===== config.mk =====
export PLATFORM = sky130hd
export DESIGN_NAME = fp_add12
export DESIGN_NICKNAME = d
export VERILOG_FILES = /design/src/rtl/fpa_pkg.sv /design/src/rtl/fpa_ctrl.sv /design/src/rtl/fpa_datapath.sv /design/src/rtl/fp_add12.sv
export SDC_FILE = /design/constraint.sdc
export NUM_CORES = 1
export LEC_CHECK = 0
export ABC_AREA = 1
export CAP_MARGIN = 5
export CORE_ASPECT_RATIO = 0.6
export CORE_UTILIZATION = 65
export DETAILED_ROUTE_END_ITERATION = 8
export DONT_BUFFER_PORTS = 1
export PLACE_DENSITY = 0.78
export SLEW_MARGIN = 20
export SYNTH_ARGS = -nofsm -noshare
export SYNTH_HDL_FRONTEND = slang
export SYNTH_HIERARCHICAL = 1
export SYNTH_SLANG_ARGS = --single-unit
export TNS_END_PERCENT = 50

===== constraint.sdc =====
create_clock -name clk -period 0.8 [get_ports clk]
set_clock_uncertainty 0.05 [all_clocks]
set_input_delay 0.04 -clock clk [delete_from_list [all_inputs] [get_ports clk]]
set_output_delay 0.04 -clock clk [all_outputs]
set_load 0.01 [all_outputs]

===== src/rtl/fpa_pkg.sv =====
package fpa_pkg;
  localparam int EXP_W  = 4;
  localparam int FRAC_W = 7;
  localparam int GRS_W  = 3;
  localparam int WORD_W = 1 + EXP_W + FRAC_W;
  localparam int SIG_W  = 1 + FRAC_W + GRS_W;
  localparam int EXT_W  = EXP_W + 2;
  localparam int LZ_W   = $clog2(SIG_W + 1);
  localparam logic [EXP_W-1:0] EXP_TOP = '1;

  typedef struct packed {
    logic swap;
    logic effSub;
    logic passInf;
    logic infSign;
    logic passA;
    logic passB;
    logic bothZero;
    logic zeroSign;
  } ctrl_t;
endpackage


===== src/rtl/fpa_ctrl.sv =====
module fpa_ctrl
  import fpa_pkg::*;
(
  input  logic [WORD_W-1:0] opA,
  input  logic [WORD_W-1:0] opB,
  output ctrl_t             ctl
);
  logic [EXP_W-1:0] expA, expB;
  logic signA, signB, aZero, bZero, aInf, bInf;

  always_comb begin
    signA = opA[WORD_W-1];
    signB = opB[WORD_W-1];
    expA  = opA[WORD_W-2:FRAC_W];
    expB  = opB[WORD_W-2:FRAC_W];
    aZero = (expA == '0);
    bZero = (expB == '0);
    aInf  = (expA == EXP_TOP);
    bInf  = (expB == EXP_TOP);

    // larger magnitude goes on the unshifted path
    ctl.swap     = opB[WORD_W-2:0] > opA[WORD_W-2:0];
    ctl.effSub   = signA ^ signB;
    ctl.passInf  = aInf | bInf;
    ctl.infSign  = aInf ? signA : signB;
    ctl.bothZero = aZero & bZero;
    ctl.zeroSign = signA & signB;
    ctl.passA    = bZero & ~aZero;
    ctl.passB    = aZero & ~bZero;
  end
endmodule


===== src/rtl/fpa_datapath.sv =====
module fpa_datapath
  import fpa_pkg::*;
(
  input  logic [WORD_W-1:0] opA,
  input  logic [WORD_W-1:0] opB,
  input  ctrl_t             ctl,
  output logic [WORD_W-1:0] sumWord,
  output logic              ovfFlag,
  output logic              unfFlag
);
  logic [WORD_W-1:0]         bigW, smallW;
  logic [EXP_W-1:0]          bigExp, smallExp, expDiff;
  logic [SIG_W-1:0]          bigSig, smallSig, alignSig, normSig;
  logic [2*SIG_W-1:0]        alignExt;
  logic [SIG_W:0]            rawSum;
  logic [LZ_W-1:0]           lzCount;
  logic signed [EXT_W-1:0]   expNorm, expFinal;
  logic [FRAC_W+1:0]         rndSig;
  logic [FRAC_W-1:0]         fracOut;
  logic                      roundUp, sumZero, bigSign, carryOut;

  // swap, then align only the smaller operand
  always_comb begin
    bigW     = ctl.swap ? opB : opA;
    smallW   = ctl.swap ? opA : opB;
    bigSign  = bigW[WORD_W-1];
    bigExp   = bigW[WORD_W-2:FRAC_W];
    smallExp = smallW[WORD_W-2:FRAC_W];
    expDiff  = bigExp - smallExp;
    bigSig   = {1'b1, bigW[FRAC_W-1:0], {GRS_W{1'b0}}};
    smallSig = {1'b1, smallW[FRAC_W-1:0], {GRS_W{1'b0}}};
    alignExt = {smallSig, {SIG_W{1'b0}}} >> expDiff;
    alignSig = alignExt[2*SIG_W-1:SIG_W]
             | {{(SIG_W-1){1'b0}}, |alignExt[SIG_W-1:0]};
    rawSum   = ctl.effSub ? ({1'b0, bigSig} - {1'b0, alignSig})
                          : ({1'b0, bigSig} + {1'b0, alignSig});
    sumZero  = (rawSum == '0);
    carryOut = rawSum[SIG_W];
  end

  // leading-zero count below the carry position
  always_comb begin
    lzCount = LZ_W'(SIG_W);
    for (int i = 0; i < SIG_W; i++) begin
      if (rawSum[i]) lzCount = LZ_W'(SIG_W - 1 - i);
    end
  end

  // normalize and round
  always_comb begin
    if (carryOut) begin
      normSig = {rawSum[SIG_W:2], rawSum[1] | rawSum[0]};
      expNorm = $signed({2'b00, bigExp}) + EXT_W'(1);
    end else begin
      normSig = rawSum[SIG_W-1:0] << lzCount;
      expNorm = $signed({2'b00, bigExp})
              - $signed({{(EXT_W-LZ_W){1'b0}}, lzCount});
    end
    roundUp = normSig[GRS_W-1] & ((|normSig[GRS_W-2:0]) | normSig[GRS_W]);
    rndSig  = {1'b0, normSig[SIG_W-1:GRS_W]} + {{(FRAC_W+1){1'b0}}, roundUp};
    if (rndSig[FRAC_W+1]) begin
      expFinal = expNorm + EXT_W'(1);
      fracOut  = '0;
    end else begin
      expFinal = expNorm;
      fracOut  = rndSig[FRAC_W-1:0];
    end
  end

  // pack with special-case priority
  always_comb begin
    ovfFlag = 1'b0;
    unfFlag = 1'b0;
    if (ctl.passInf) begin
      sumWord = {ctl.infSign, EXP_TOP, {FRAC_W{1'b0}}};
    end else if (ctl.bothZero) begin
      sumWord = {ctl.zeroSign, {(WORD_W-1){1'b0}}};
    end else if (ctl.passA) begin
      sumWord = opA;
    end else if (ctl.passB) begin
      sumWord = opB;
    end else if (sumZero) begin
      sumWord = '0;
    end else if (expFinal >= $signed({2'b00, EXP_TOP})) begin
      sumWord = {bigSign, EXP_TOP, {FRAC_W{1'b0}}};
      ovfFlag = 1'b1;
    end else if (expFinal <= $signed(EXT_W'(0))) begin
      sumWord = {bigSign, {(WORD_W-1){1'b0}}};
      unfFlag = 1'b1;
    end else begin
      sumWord = {bigSign, expFinal[EXP_W-1:0], fracOut};
    end
  end

  always_comb begin
    // control's swap leaves the larger magnitude on the unshifted path
    a_r2_big_first: assert (bigW[WORD_W-2:0] >= smallW[WORD_W-2:0])
      else $error("a_r2_big_first");
    // normalizer output carries a leading one unless the sum is zero
    a_r4_lead_one: assert (sumZero || normSig[SIG_W-1])
      else $error("a_r4_lead_one");
  end
endmodule


===== src/rtl/fp_add12.sv =====
module fp_add12
  import fpa_pkg::*;
#(
  parameter bit OUT_REG = 1'b1
) (
  input  logic              clk,
  input  logic              rstN,
  input  logic [WORD_W-1:0] inA,
  input  logic [WORD_W-1:0] inB,
  output logic [WORD_W-1:0] result,
  output logic              ovf,
  output logic              unf
);
  ctrl_t             ctl;
  logic [WORD_W-1:0] sumWord;
  logic              ovfFlag, unfFlag;

  fpa_ctrl u_ctrl (.opA(inA), .opB(inB), .ctl(ctl));

  fpa_datapath u_dp (
    .opA(inA), .opB(inB), .ctl(ctl),
    .sumWord(sumWord), .ovfFlag(ovfFlag), .unfFlag(unfFlag)
  );

  logic [WORD_W-1:0] chkA, chkB;
  logic              primed;

  generate
    if (OUT_REG) begin : g_reg
      always_ff @(posedge clk or negedge rstN) begin
        if (!rstN) begin
          result <= '0;
          ovf    <= 1'b0;
          unf    <= 1'b0;
          chkA   <= '0;
          chkB   <= '0;
        end else begin
          result <= sumWord;
          ovf    <= ovfFlag;
          unf    <= unfFlag;
          chkA   <= inA;
          chkB   <= inB;
        end
      end
    end else begin : g_comb
      assign result = sumWord;
      assign ovf    = ovfFlag;
      assign unf    = unfFlag;
      assign chkA   = inA;
      assign chkB   = inB;
    end
  endgenerate

  always_ff @(posedge clk or negedge rstN) begin
    if (!rstN) primed <= 1'b0;
    else       primed <= 1'b1;
  end

  logic cancelObs, infAObs;
  always_comb begin
    cancelObs = (chkA[WORD_W-2:0] == chkB[WORD_W-2:0])
              && (chkA[WORD_W-1] != chkB[WORD_W-1])
              && (chkA[WORD_W-2:FRAC_W] != '0)
              && (chkA[WORD_W-2:FRAC_W] != EXP_TOP);
    infAObs   = (chkA[WORD_W-2:FRAC_W] == EXP_TOP)
              && (chkB[WORD_W-2:FRAC_W] != EXP_TOP);
  end

  a_r12_flags_exclusive: assert property (@(posedge clk) disable iff (!rstN)
    !(ovf && unf));
  a_r7_ovf_is_inf: assert property (@(posedge clk) disable iff (!rstN)
    ovf |-> result[WORD_W-2:0] == {EXP_TOP, {FRAC_W{1'b0}}});
  a_r8_unf_is_zero: assert property (@(posedge clk) disable iff (!rstN)
    unf |-> result[WORD_W-2:0] == {(WORD_W-1){1'b0}});
  a_r5_cancel_pos_zero: assert property (@(posedge clk) disable iff (!rstN)
    (primed && cancelObs) |-> (result == '0 && !ovf && !unf));
  a_r10_inf_passes: assert property (@(posedge clk) disable iff (!rstN)
    (primed && infAObs) |->
      (result == {chkA[WORD_W-1], EXP_TOP, {FRAC_W{1'b0}}} && !ovf && !unf));
endmodule


==> summary.log, run 1 <==
qor: yosys.mappedNetlistArea 4480 um^2
qor: yosys.synth.distinct_cells 49
qor: placement.dpl_worst_slack -5.49 ns
qor: floorplanning.rows 23
qor: placement.place_area 6070 um^2
qor: clock_tree.cts_inserted_buffers 3
qor: clock_tree.cts_sink_cnt 14
qor: clock_tree.h-tree-depth 1
qor: yosys.synthesis.nets 839
qor: floorplanning.chipHeight 66.3 um
qor: status.run_status did not finish
qor: placement.dpl.hpwl 13400 um
qor: placement.final_weighted_congestion_in_routability_driven_placement 0.977
qor: yosys.synthesis.instances 776
qor: yosys.seq_area_frac_synth 0.0782
qor: clock_tree.cts-root-buf clkbuf_16
qor: yosys.ys_warn_count 6
qor: clock_tree.post_cts.repair.setup_buffers 12
qor: clock_tree.ctsHoldBuffers 10
qor: clock_tree.gates_resized_cts_repair 79
qor: status.outcome.stop_stage 4_1_cts
qor: floorplanning.start_util 0.671
qor: floorplanning.dieWidth 109 um
qor: status.firstError [ERROR DPL-0033] detailed placement checks failed during check placement.
qor: yosys.ys_seq_elements 14
qor: placement.portBuffers 0
qor: yosys.synth_area_per_cell 5.77 um^2
qor: clock_tree.clk_path_buf_depth 2
qor: floorplanning.pin_count 40
qor: placement.placed_instance_count 1034
## cell families after synthesis
kind of cell,share of synthesized area
AO/OA/AOI/OAI,0.125
multiplexers,0.00251
flip-flops,0.0782
adder cells (fa/ha/maj),0.107
XOR/XNOR,0.0271
buffers and inverters,0.127
AND/OR/NAND/NOR,0.533
## synth_stat cells, drive strengths merged
| library cell | count | share of area |
|---|---|---|
| or2 | 2 | 0.0028 |
| nor4 | 1 | 0.0014 |
| clkinv | 3 | 0.0028 |
| nand3 | 94 | 0.13 |
| buf | 14 | 0.025 |
| nand3b | 3 | 0.0050 |
| xor2 | 8 | 0.016 |
| nor3 | 5 | 0.0056 |
| o21ai | 42 | 0.052 |
| or4 | 1 | 0.0017 |
| o21a | 1 | 0.0017 |
| dfrtp | 14 | 0.078 |
| nand4 | 13 | 0.020 |
| a21oi | 42 | 0.054 |
| nand2 | 296 | 0.29 |
| xnor2 | 5 | 0.011 |
| inv | 109 | 0.093 |
| ha | 35 | 0.098 |
| a2111oi | 1 | 0.0020 |
| dlygate4sd1 | 1 | 0.0020 |
| o21bai | 5 | 0.0084 |
| o211ai | 3 | 0.0050 |
| clkbuf | 3 | 0.0042 |
| o31ai | 1 | 0.0017 |
| mux2 | 1 | 0.0025 |
| nor2 | 71 | 0.082 |
| fa | 2 | 0.0089 |
## stage by stage
stage,setup TNS (ns),utilization
2_1_floorplan,-66.48,-
3_3_place_gp,-69.83,0.909
3_5_place_dp,-74.38,0.909
==> run 2: changes to the inputs <==
Settings changed: CORE_ASPECT_RATIO 0.6 to unset, CORE_UTILIZATION 65 to 40, PLACE_DENSITY 0.78 to unset, PLACE_DENSITY_LB_ADDON set to 0.15.
==> run 2 against run 1 <==
  * Synthesized cell count unchanged
  * The flow now finishes, with violations (hold timing, setup timing)
  * Synthesized area stayed put
==> summary.log, run 2 <==
qor: yosys.ys_top_cells_by_area nand2_1, ha_1, nand3_1
qor: critical_path.critical_path_required 0.92 ns
qor: power_and_ir_drop.ir_drop_worst_case_vdd 0.00242 V
qor: sta.report.final.hold_viol_count 16
qor: final_layout.number_of_flip_flops_in_the_largest_register 12
qor: detailed_routing.routedLengthMet1 7230 um
qor: sta.hold_slack -0.176 ns
qor: placement.dpl.hpwl 12700 um [-5.5%]
qor: final_layout.multiInputGateArea 4310 um^2
qor: yosys.mappedNetlistArea 4480 um^2 [unchanged]
qor: detailed_routing.viasPerCell 5.15
qor: clock_tree.cts_sink_cnt 14 [unchanged]
qor: detailed_routing.drt_drc_violations_left 0
qor: critical_path.worstSetupPathType in2reg
qor: sta.fin_crit 5.82 ns
qor: yosys.synthDominantAreaCellType nand2_1
qor: detailed_routing.routedWlPerCell 14.6 um
qor: clock_tree.ctsHoldBuffers 16 [+6]
qor: detailed_routing.initialDrtViolationCount 398
qor: yosys.synthDominantCellAreaShare 0.210 [unchanged]
qor: sta.setup-violations-final 14
qor: yosys.synthesis.instances 776 [unchanged]
qor: floorplanning.rows 38 [+65%]
qor: critical_path.timing.critical_path.to_type flop
qor: power_and_ir_drop.total_leakage_power 0.00385 uW
qor: detailed_routing.top_signal_layer_used met4
qor: clock_tree.clk_path_buf_depth 2 [unchanged]
qor: detailed_routing.route.met2.wl 8190 um
qor: grt.grt_overflow 0
qor: status.violations hold timing, setup timing
qor: yosys.synthFlopType dfrtp_1
qor: final_layout.layout_commonest_cell buf_4
qor: critical_path.cp_top_family simple AND/OR/NAND/NOR gates
qor: critical_path.slowest_stage fa_2
qor: clock_tree.cts_inserted_buffers 3 [unchanged]
qor: critical_path.critPathBufInv 13
qor: yosys.synth.distinct_cells 49 [unchanged]
qor: floorplanning.die_area 11600 um^2
qor: sta.max_clock_freq 172 MHz
qor: yosys.seq_area_frac_synth 0.0782 [unchanged]
qor: final_layout.post_route_cells_drive_above_1_share 0.481
qor: final_layout.most-common-layout-cells buf_4, nand2_1, inv_1
qor: grt.number_of_antenna_violations_at_the_first_check_in_global_routing 0
qor: sta.setup_ws -5.02 ns
qor: yosys.postSynth.asyncResetShare 1.00 [unchanged]
qor: clock_tree.clock_tree_from_tritoncts built
qor: critical_path.cp-start-kind input port
qor: detailed_routing.dr_wl_met3 748 um
qor: final_layout.sequential_cell_area 350 um^2
qor: placement.final_weighted_congestion_in_routability_driven_placement 0.945 [-3.3%]
qor: detailed_routing.drt-total-wl 16700 um
qor: detailed_routing.drt-pass1-iter-count 5
qor: grt.global_route_wire_length_before_repair 26000 um
qor: final_layout.fillCellCount 922
qor: grt.pin_count_of_the_biggest_net_entering_global_routing 15
qor: grt.grt_util_all_layers 0.277
qor: final_layout.finish.net_count 1070
qor: yosys.count_leader_synth nand2_1
qor: yosys.synth.top_cells.by_count nand2_1, inv_1, nand3_1, nor2_1
qor: critical_path.delay_of_the_slowest_cell_on_the_worst_path 0.56 ns
qor: sta.total_negative_slack -67.83 ns
qor: sta.grt_setup_unrepaired yes
qor: detailed_routing.dr_total_vias 5906
qor: placement.portBuffers 0 [unchanged]
qor: floorplanning.chipHeight 108 um [+63%]
qor: final_layout.synthToLayoutAreaGrowth 64.3%
qor: detailed_routing.ant_nets 0
qor: sta.final_min_period_over_clock_period 7.27
qor: sta.final-max-slew-violation-count 0
qor: clock_tree.cts-root-buf clkbuf_8
qor: status.run_status finished with violations
qor: clock_tree.h-tree-depth 1 [unchanged]
qor: grt.via_count_of_the_first_global_routing_pass 5681
qor: critical_path.timing.critical_path.arrival 5.94 ns
qor: critical_path.crit_path_frequent_cell nand2_2
qor: sta.transition_time_of_the_tightest_slew_check_pin 0.630 ns
qor: yosys.synth-edff-count 0 [unchanged]
qor: power_and_ir_drop.power_per_cell_area 3080 nW/um^2
qor: yosys.ys_warn_count 6 [unchanged]
qor: final_layout.largest_register result
qor: run.drv_cap 0
qor: final_layout.biggestRegsByFlops result (12), ovf (1), unf (1)
qor: floorplanning.pin_count 40 [unchanged]
qor: floorplanning.dieWidth 108 um [-1.2%]
qor: yosys.synth_area_per_cell 5.77 um^2 [unchanged]
qor: floorplanning.floorplan.core_area 10900 um^2
qor: yosys.ys_seq_elements 14 [unchanged]
qor: critical_path.crit_path_max_fanout 5
qor: floorplanning.start_util 0.411 [-0.260]
qor: yosys.synthesis.nets 839 [unchanged]
qor: clock_tree.clkTransAtPathRegs 0.06 ns
qor: final_layout.antennaDiodeCount 0
qor: power_and_ir_drop.final_power 22600 uW
qor: sta.timing.max_slew.rel_slack 0.576
qor: min_path.hp-class in2async
==> run 2: cell counts after synthesis <==
Identical to the previous run, type by type.
==> run 2: final timing paths <==
| check | start | end | slack, ns | cells past startpoint |
|---|---|---|---|---|
| min in group clk | inB[7] | result[7]$_DFF_PN0_ | -0.02 | 4 |
| max in group asynchronous | rstN | result[0]$_DFF_PN0_ | 0.48 | 1 |
| worst max-delay path | inA[10] | result[3]$_DFF_PN0_ | -5.02 | 53 |
| worst min-delay path | rstN | result[1]$_DFF_PN0_ | -0.18 | 1 |
==> run 2: layer usage <==
layer,GRT usage,vias to the layer above
met5,0,-
met4,0.106,0
met3,0.0188,45
met2,0.493,185
met1,0.346,2732
li1,-,2944
==> run 2: area by class of cell <==
type,count,area share
multi-input combinational,632,0.586
sequential,14,0.0476
inverter,112,0.0683
tap,140,0.0238
clock buffer,4,0.00748
timing repair buffer,244,0.267
==> run 2: kinds of logic (layout without fill, tap and decap cells) <==
kind of cell	count (synthesis)	in the layout	synth area share
fa+ha+maj	37	37	0.107
flops	14	14	0.0782
buf+inv	130	360	0.127
mux	1	1	0.00251
xor+xnor	13	13	0.0271
compound gates	95	95	0.125
simple gates	486	486	0.533
==> run 2: timing repair <==
action / CTS / global route
pin swaps: 53 / 55
endpoints found under the setup margin: 14 / 28
hold endpoints to repair: 25 / 14
buffers inserted: 23 / 14
resized for setup: 72 / 100
==> run 2: metrics by stage <==
| step | util | cell area [um^2] | cells | setup slack [ns] | hold slack (ns) |
|---|---|---|---|---|---|
| 2_1_floorplan | - | 4680 | 776 | -4.90 | -0.306 |
| 3_3_place_gp | 0.567 | 6180 | 1089 | -5.33 | -0.305 |
| 3_5_place_dp | 0.567 | 6180 | 1089 | -5.40 | -0.305 |
| 4_1_cts | 0.631 | 6870 | 1132 | -4.86 | -0.0214 |
| 5_1_grt | 0.676 | 7360 | 1146 | -5.35 | -0.129 |
| 6_report | 0.676 | 7360 | 1146 | -5.02 | -0.176 |
==> run 2: power breakdown <==
part | switching (uW) | internal, uW | leakage [uW] | total (uW)
Combinational | 11100 | 9540 | 0.00365 | 20700
Sequential | 274 | 1030 | 0.000174 | 1310
Clock | 243 | 436 | 0.0000288 | 679
Note: power is estimated with default switching activity, not from simulation.
==> run 3: changes to the inputs <==
Settings changed: RECOVER_POWER set to 25.
Clock period 0.8 ns to 6.15 ns, I/O delays scaled along.
==> run 3 against run 2 <==
  * The flow finishes with violations (setup timing)
  * Critical path depth grew 4
  * First-iteration DRC count shrank 19%
  * Cell count shrank 8.8%
  * Global-route usage shrank 3.4 points
  * Cell area shrank 16%
  * Routed wire length shrank 11%
  * Die area is the same
  * Count of clock-buffer cells in the layout is the same
==> summary.log, run 3 (same netlist as run 2, synthesis figures left out) <==
qor: detailed_routing.routedWlPerCell 14.2 um [-2.5%]
qor: critical_path.timing.critical_path.arrival 6.27 ns [+0.33 ns]
qor: detailed_routing.initialDrtViolationCount 322 [-19%]
qor: status.run_status finished with violations
qor: sta.final-max-slew-violation-count 0 [unchanged]
qor: sta.grt_setup_unrepaired yes
qor: clock_tree.cts_inserted_buffers 3 [unchanged]
qor: final_layout.largest_register result
qor: min_path.worstHoldStart inA[11]
qor: grt.pin_count_of_the_biggest_net_entering_global_routing 19 [+4]
qor: final_layout.number_of_flip_flops_in_the_largest_register 12 [unchanged]
qor: critical_path.crit_path_max_fanout 6 [+1]
qor: sta.setup_ws -0.00131 ns [+5.02 ns]
qor: power_and_ir_drop.total_leakage_power 0.00331 uW [-14%]
qor: sta.fin_crit 6.15 ns
qor: clock_tree.clk_path_buf_depth 2 [unchanged]
qor: detailed_routing.drt_drc_violations_left 0 [unchanged]
qor: run.drv_cap 0 [unchanged]
qor: sta.setup-violations-final 1 [-13]
qor: final_layout.post_route_cells_drive_above_1_share 0.398 [-0.0833]
qor: clock_tree.clkTransAtPathRegs 0.06 ns [about the same]
qor: floorplanning.rows 38 [unchanged]
qor: sta.final_min_period_over_clock_period 1.00
qor: detailed_routing.dr_total_vias 5356 [-9.3%]
qor: sta.report.final.hold_viol_count 0 [-16]
qor: power_and_ir_drop.ir_drop_worst_case_vdd 0.000255 V [-89%]
qor: grt.global_route_wire_length_before_repair 22900 um [-12%]
qor: grt.via_count_of_the_first_global_routing_pass 4997 [-12%]
qor: placement.dpl.hpwl 11700 um [-7.8%]
qor: final_layout.most-common-layout-cells nand2_1, buf_4, inv_1
qor: final_layout.fillCellCount 1099 [+19%]
qor: placement.dpl_worst_slack -0.356 ns [+5.05 ns]
qor: floorplanning.pin_count 40 [unchanged]
qor: status.violations setup timing
qor: critical_path.critical_path_required 6.27 ns [+5.35 ns]
qor: clock_tree.cts_sink_cnt 14 [unchanged]
qor: final_layout.layout_commonest_cell nand2_1
qor: sta.total_negative_slack -0.00131 ns [+67.83 ns]
qor: critical_path.timing.critical_path.to_type flop
qor: clock_tree.clock_tree_from_tritoncts built
qor: grt.number_of_antenna_violations_at_the_first_check_in_global_routing 0 [unchanged]
qor: final_layout.biggestRegsByFlops result (12), ovf (1), unf (1)
qor: floorplanning.start_util 0.411 [unchanged]
qor: grt.grt_overflow 0 [unchanged]
qor: critical_path.slowest_stage fa_2
qor: placement.final_weighted_congestion_in_routability_driven_placement 0.886 [-6.2%]
qor: grt.grt_util_all_layers 0.243 [-0.0343]
qor: detailed_routing.drt-total-wl 14900 um [-11%]
qor: detailed_routing.ant_nets 0 [unchanged]
qor: critical_path.crit_path_frequent_cell nand2_2
qor: floorplanning.floorplan.core_area 10900 um^2 [unchanged]
qor: critical_path.worstSetupPathType in2reg
qor: floorplanning.die_area 11600 um^2 [unchanged]
qor: floorplanning.chipHeight 108 um [unchanged]
qor: final_layout.synthToLayoutAreaGrowth 38.7%
qor: critical_path.setup.worst_path.start inA[7]
qor: detailed_routing.drt-pass1-iter-count 6 [+1]
qor: power_and_ir_drop.power_per_cell_area 420 nW/um^2 [-86%]
qor: clock_tree.cts-root-buf clkbuf_8
qor: critical_path.cp-start-kind input port
qor: detailed_routing.viasPerCell 5.13 [-0.55%]
qor: floorplanning.dieWidth 108 um [unchanged]
qor: placement.portBuffers 0 [unchanged]
qor: critical_path.delay_of_the_slowest_cell_on_the_worst_path 0.53 ns [-0.03 ns]
qor: clock_tree.h-tree-depth 1 [unchanged]
qor: sta.max_clock_freq 163 MHz
qor: min_path.hp-class in2reg
qor: sta.transition_time_of_the_tightest_slew_check_pin 0.955 ns [+0.326 ns]
qor: final_layout.finish.net_count 969 [-9.4%]
qor: final_layout.antennaDiodeCount 0 [unchanged]
qor: sta.timing.max_slew.rel_slack 0.356 [-0.219]
[run 3: cell types whose count changed in the layout (fill, tap and decap cells not counted), moves of 6 or more]
cell,delta
inv_1,+9
buf_4,-82
inv_4,-9
ha_1,+6
nand2_2,-10
ha_4,-7
nand2_1,+16
dlygate4sd3_1,-14
[run 3: report_power, final]
group / switching, uW / total (uW) / leakage [uW] / internal, uW
Clock: 29.8 / 86.4 / 0.0000288 / 56.5
Sequential: 34.3 / 169 / 0.000174 / 134
Combinational: 1310 / 2360 / 0.00311 / 1040
[run 3: final cells by class]
class / count / area (um^2) / share of cell area
Inverter: 112 / 440 / 0.0709
Timing Repair Buffer: 143 / 1140 / 0.183
Multi-Input combinational cell: 632 / 4060 / 0.653
Clock buffer: 4 / 55.1 / 0.00886
Tap cell: 140 / 175 / 0.0282
Sequential cell: 14 / 350 / 0.0564
[run 3: per-layer routing]
metal	wire (um)	up-vias	track usage
met5	0	-	0
met4	412	0	0.0724
met3	712	33	0.0163
met2	7270	154	0.435
met1	6470	2430	0.308
li1	-	2739	-
[run 3: worst max-delay path: cells and delay by family]
family | cells | cell delay (ns)
simple gates | 29 | 2.17
fa+ha+maj | 6 | 1.67
buf+inv | 14 | 1.05
compound gates | 7 | 0.93
xor+xnor | 1 | 0.12
[run 3: path summary, 6_finish.rpt]
| kind | endpoint | slack [ns] | cells after the start |
|---|---|---|---|
| setup / recovery | result[5]$_DFF_PN0_ | -0.001 | 57 |
| max in group asynchronous | result[0]$_DFF_PN0_ | 5.17 | 1 |
| min in group asynchronous | result[11]$_DFF_PN0_ | 0.48 | 1 |
| hold / removal | result[11]$_DFF_PN0_ | 0.20 | 2 |
[run 3: through the flow]
step | hold slack [ns] | cells | util | cell area (um^2) | total power, uW
2_1_floorplan | -0.0381 | 776 | - | 4540 | 1470
5_1_grt | 0.232 | 1045 | 0.571 | 6210 | 2850
3_5_place_dp | -0.0378 | 1018 | 0.503 | 5470 | 2180
6_report | 0.197 | 1045 | 0.571 | 6210 | 2610
4_1_cts | 0.200 | 1026 | 0.513 | 5590 | 2300
3_3_place_gp | -0.0379 | 1018 | 0.503 | 5470 | 2150
[run 3: timing repair]
action | CTS | global route
hold buffers | 1 | 0
hold endpoints to repair | 14 | 0
buffers inserted | 3 | 18
gates cloned | 0 | 1
gates resized for setup | 11 | 116
pin swaps | 6 | 60
endpoints found under the setup margin | 13 | 13
==> run 4: changes to the inputs <==
Settings changed: CORE_ASPECT_RATIO set to 0.9, SETUP_SLACK_MARGIN set to 0.3.
==> run 4 against run 3 <==
  * The run now ends clean
  * Critical path depth down 3
  * Sequential share of layout area down 0.12 points
  * Die area about the same
  * First-iteration DRC count up 15%
  * Combinational power about the same
  * Routed wire length up 3.1%
  * Via count up 1.5%
  * Cell count up 0.48%
  * Critical path type unchanged
  * Critical endpoint is now result[3]$_DFF_PN0_
==> summary.log, run 4 (same netlist as run 2, synthesis figures left out) <==
qor: detailed_routing.drt-pass1-iter-count 5 [-1]
qor: sta.final-max-slew-violation-count 0 [unchanged]
qor: critical_path.cp-start-kind input port
qor: detailed_routing.routedWlPerCell 14.6 um [+2.6%]
qor: power_and_ir_drop.power.clock.fraction 0.043 [+0.010]
qor: critical_path.delay_of_the_slowest_cell_on_the_worst_path 0.26 ns [-0.27 ns]
qor: final_layout.final_core_utilization 0.585 [+0.0143]
qor: grt.pin_count_of_the_biggest_net_entering_global_routing 21 [+2]
qor: min_path.worstHoldStart inA[11]
qor: min_path.hold-path-cell-count 2 [unchanged]
qor: floorplanning.dieWidth 114 um [+5.3%]
qor: sta.transition_time_of_the_tightest_slew_check_pin 0.884 ns [-0.0711 ns]
qor: detailed_routing.viasPerCell 5.18 [+0.99%]
qor: final_layout.finish.net_count 963 [-0.62%]
qor: grt.busiest_layer met2
qor: detailed_routing.drt_drc_violations_left 0 [unchanged]
qor: detailed_routing.dr_total_vias 5435 [+1.5%]
qor: clock_tree.clk_path_buf_depth 2 [unchanged]
qor: detailed_routing.ant_nets 0 [unchanged]
qor: grt.met3_usage 0.0208 [+0.00442]
qor: final_layout.number_of_flip_flops_in_the_largest_register 12 [unchanged]
qor: power_and_ir_drop.internal-power 1270 uW [+2.7%]
qor: placement.dpl.hpwl 12000 um [+2.5%]
qor: run.drv_cap 0 [unchanged]
qor: final_layout.biggestRegsByFlops result (12), ovf (1), unf (1)
qor: floorplanning.die_area 11600 um^2 [about the same]
qor: final_layout.layout_commonest_cell nand2_1
qor: critical_path.worstSetupPathType in2reg
qor: critical_path.critical_path_required 6.25 ns [-0.02 ns]
qor: grt.grt_util_all_layers 0.258 [+0.0149]
qor: final_layout.synthToLayoutAreaGrowth 41.8%
qor: detailed_routing.initialDrtViolationCount 370 [+15%]
qor: power_and_ir_drop.share_seq_of_total_power 0.063 [-0.002]
qor: power_and_ir_drop.share_comb_of_total_power 0.894 [-0.008]
qor: status.run_status completed
qor: grt.grtUsageMet2 0.473 [+0.0378]
qor: critical_path.timing.critical_path.to_type flop
qor: clock_tree.cts-root-buf clkbuf_16
qor: floorplanning.chipHeight 102 um [-5.0%]
qor: critical_path.timing.critical_path.arrival 6.12 ns [-0.15 ns]
qor: floorplanning.pin_count 40 [unchanged]
qor: grt.grt_overflow 0 [unchanged]
qor: critical_path.crit_path_max_fanout 7 [+1]
qor: critical_path.critPathBufInv 16 [+2]
qor: clock_tree.clock_tree_from_tritoncts built
qor: sta.grt_setup_unrepaired yes
qor: sta.total_negative_slack 0 ns [+0.00131 ns]
qor: final_layout.sequential_cell_area 350 um^2 [unchanged]
qor: critical_path.cp_top_family simple AND/OR/NAND/NOR gates
qor: grt.number_of_antenna_violations_at_the_first_check_in_global_routing 0 [unchanged]
qor: power_and_ir_drop.total_leakage_power 0.00328 uW [-0.76%]
qor: critical_path.crit_path_frequent_cell nand2_2
qor: clock_tree.cts_inserted_buffers 3 [unchanged]
qor: floorplanning.floorplan.core_area 10900 um^2 [-0.30%]
qor: placement.portBuffers 0 [unchanged]
qor: critical_path.slowest_stage ha_4
qor: sta.final_min_period_over_clock_period 0.978 [-0.0220]
qor: final_layout.most-common-layout-cells nand2_1, buf_4, inv_1
qor: grt.grtUsageMet1 0.333 [+0.0248]
qor: sta.setup-violations-final 0 [-1]
qor: sta.report.final.hold_viol_count 0 [unchanged]
qor: min_path.hp-class in2reg
qor: sta.timing.max_slew.rel_slack 0.404 [+0.0479]
qor: power_and_ir_drop.power.switching 1400 uW [+2.0%]
qor: final_layout.antennaDiodeCount 0 [unchanged]
qor: final_layout.post_route_cells_drive_above_1_share 0.411 [+0.0131]
qor: floorplanning.rows 36 [-5.3%]
qor: power_and_ir_drop.switching_share 0.525 [-0.00164]
qor: clock_tree.cts_sink_cnt 14 [unchanged]
qor: clock_tree.h-tree-depth 1 [unchanged]
qor: final_layout.multiInputGateArea 4160 um^2 [+2.5%]
qor: power_and_ir_drop.ir_drop_worst_case_vdd 0.000161 V [-37%]
qor: power_and_ir_drop.power_per_cell_area 421 nW/um^2 [+0.13%]
qor: sta.fin_crit 6.02 ns [-0.135 ns]
qor: critical_path.cp.depth 54 [-5.3%]
qor: grt.via_count_of_the_first_global_routing_pass 5171 [+3.5%]
qor: final_layout.fillCellCount 1041 [-5.3%]
qor: placement.final_weighted_congestion_in_routability_driven_placement 0.891 [+0.61%]
qor: grt.global_route_wire_length_before_repair 24200 um [+6.1%]
qor: clock_tree.clkTransAtPathRegs 0.04 ns [-0.02 ns]
qor: floorplanning.start_util 0.413 [+0.00123]
qor: sta.max_clock_freq 166 MHz [+2.2%]
qor: final_layout.largest_register result
qor: min_path.timing.hold.worst_endpoint result[11]$_DFF_PN0_
qor: detailed_routing.drt-total-wl 15300 um [+3.1%]
-- run 4: worst max-delay path by stage --
stage | start | slack [ns] | end
2_1_floorplan | inA[6] | 0.18 | result[3]$_DFF_PN0_
3_3_place_gp | inA[9] | -0.49 | result[0]$_DFF_PN0_
3_5_place_dp | inA[9] | -0.49 | result[0]$_DFF_PN0_
4_1_cts | inA[5] | 0.27 | result[3]$_DFF_PN0_
5_1_grt | inA[10] | -0.25 | result[3]$_DFF_PN0_
6_report | inA[10] | 0.13 | result[3]$_DFF_PN0_
-- run 4: repair_timing --
| action | in CTS | in global routing |
|---|---|---|
| hold buffers | 1 | 0 |
| endpoints found under the setup margin | 13 | 13 |
| setup buffers | 28 | 7 |
| hold endpoints to repair | 14 | 0 |
| pin swaps | 52 | 38 |
| cloned | 1 | 1 |
| resized for setup | 67 | 50 |
-- run 4: routing by layer --
| layer | wire (um) | share of wire |
|---|---|---|
| met1 | 6860 | 0.45 |
| met3 | 718 | 0.047 |
| met5 | 0 | 0 |
| met2 | 7530 | 0.49 |
| met4 | 219 | 0.014 |
-- run 4: power groups by stage --
stage	Combinational [uW]	Sequential, uW	Clock (uW)
2_1_floorplan	1340	167	0
6_report	2390	168	116
3_5_place_dp	1970	170	0
5_1_grt	2610	174	124
3_3_place_gp	1950	170	0
4_1_cts	2210	169	116
-- run 4: layout make-up --
type                            instances  share of cell area
Multi-Input combinational cell        634               0.654
Sequential cell                        14              0.0552
Tap cell                              152              0.0299
Timing Repair Buffer                  135               0.174
Inverter                              112              0.0745
Clock buffer                            3              0.0118
-- run 4: through the flow --
step | hold slack [ns] | cell area [um^2] | worst slack [ns] | power, uW | cells
6_report | 0.203 | 6350 | 0.134 | 2670 | 1050
5_1_grt | 0.221 | 6350 | -0.255 | 2910 | 1050
4_1_cts | 0.203 | 6090 | 0.271 | 2500 | 1042
3_5_place_dp | -0.0379 | 5480 | -0.488 | 2140 | 1009
3_3_place_gp | -0.0379 | 5480 | -0.491 | 2120 | 1009
2_1_floorplan | -0.0381 | 4680 | 0.179 | 1510 | 776
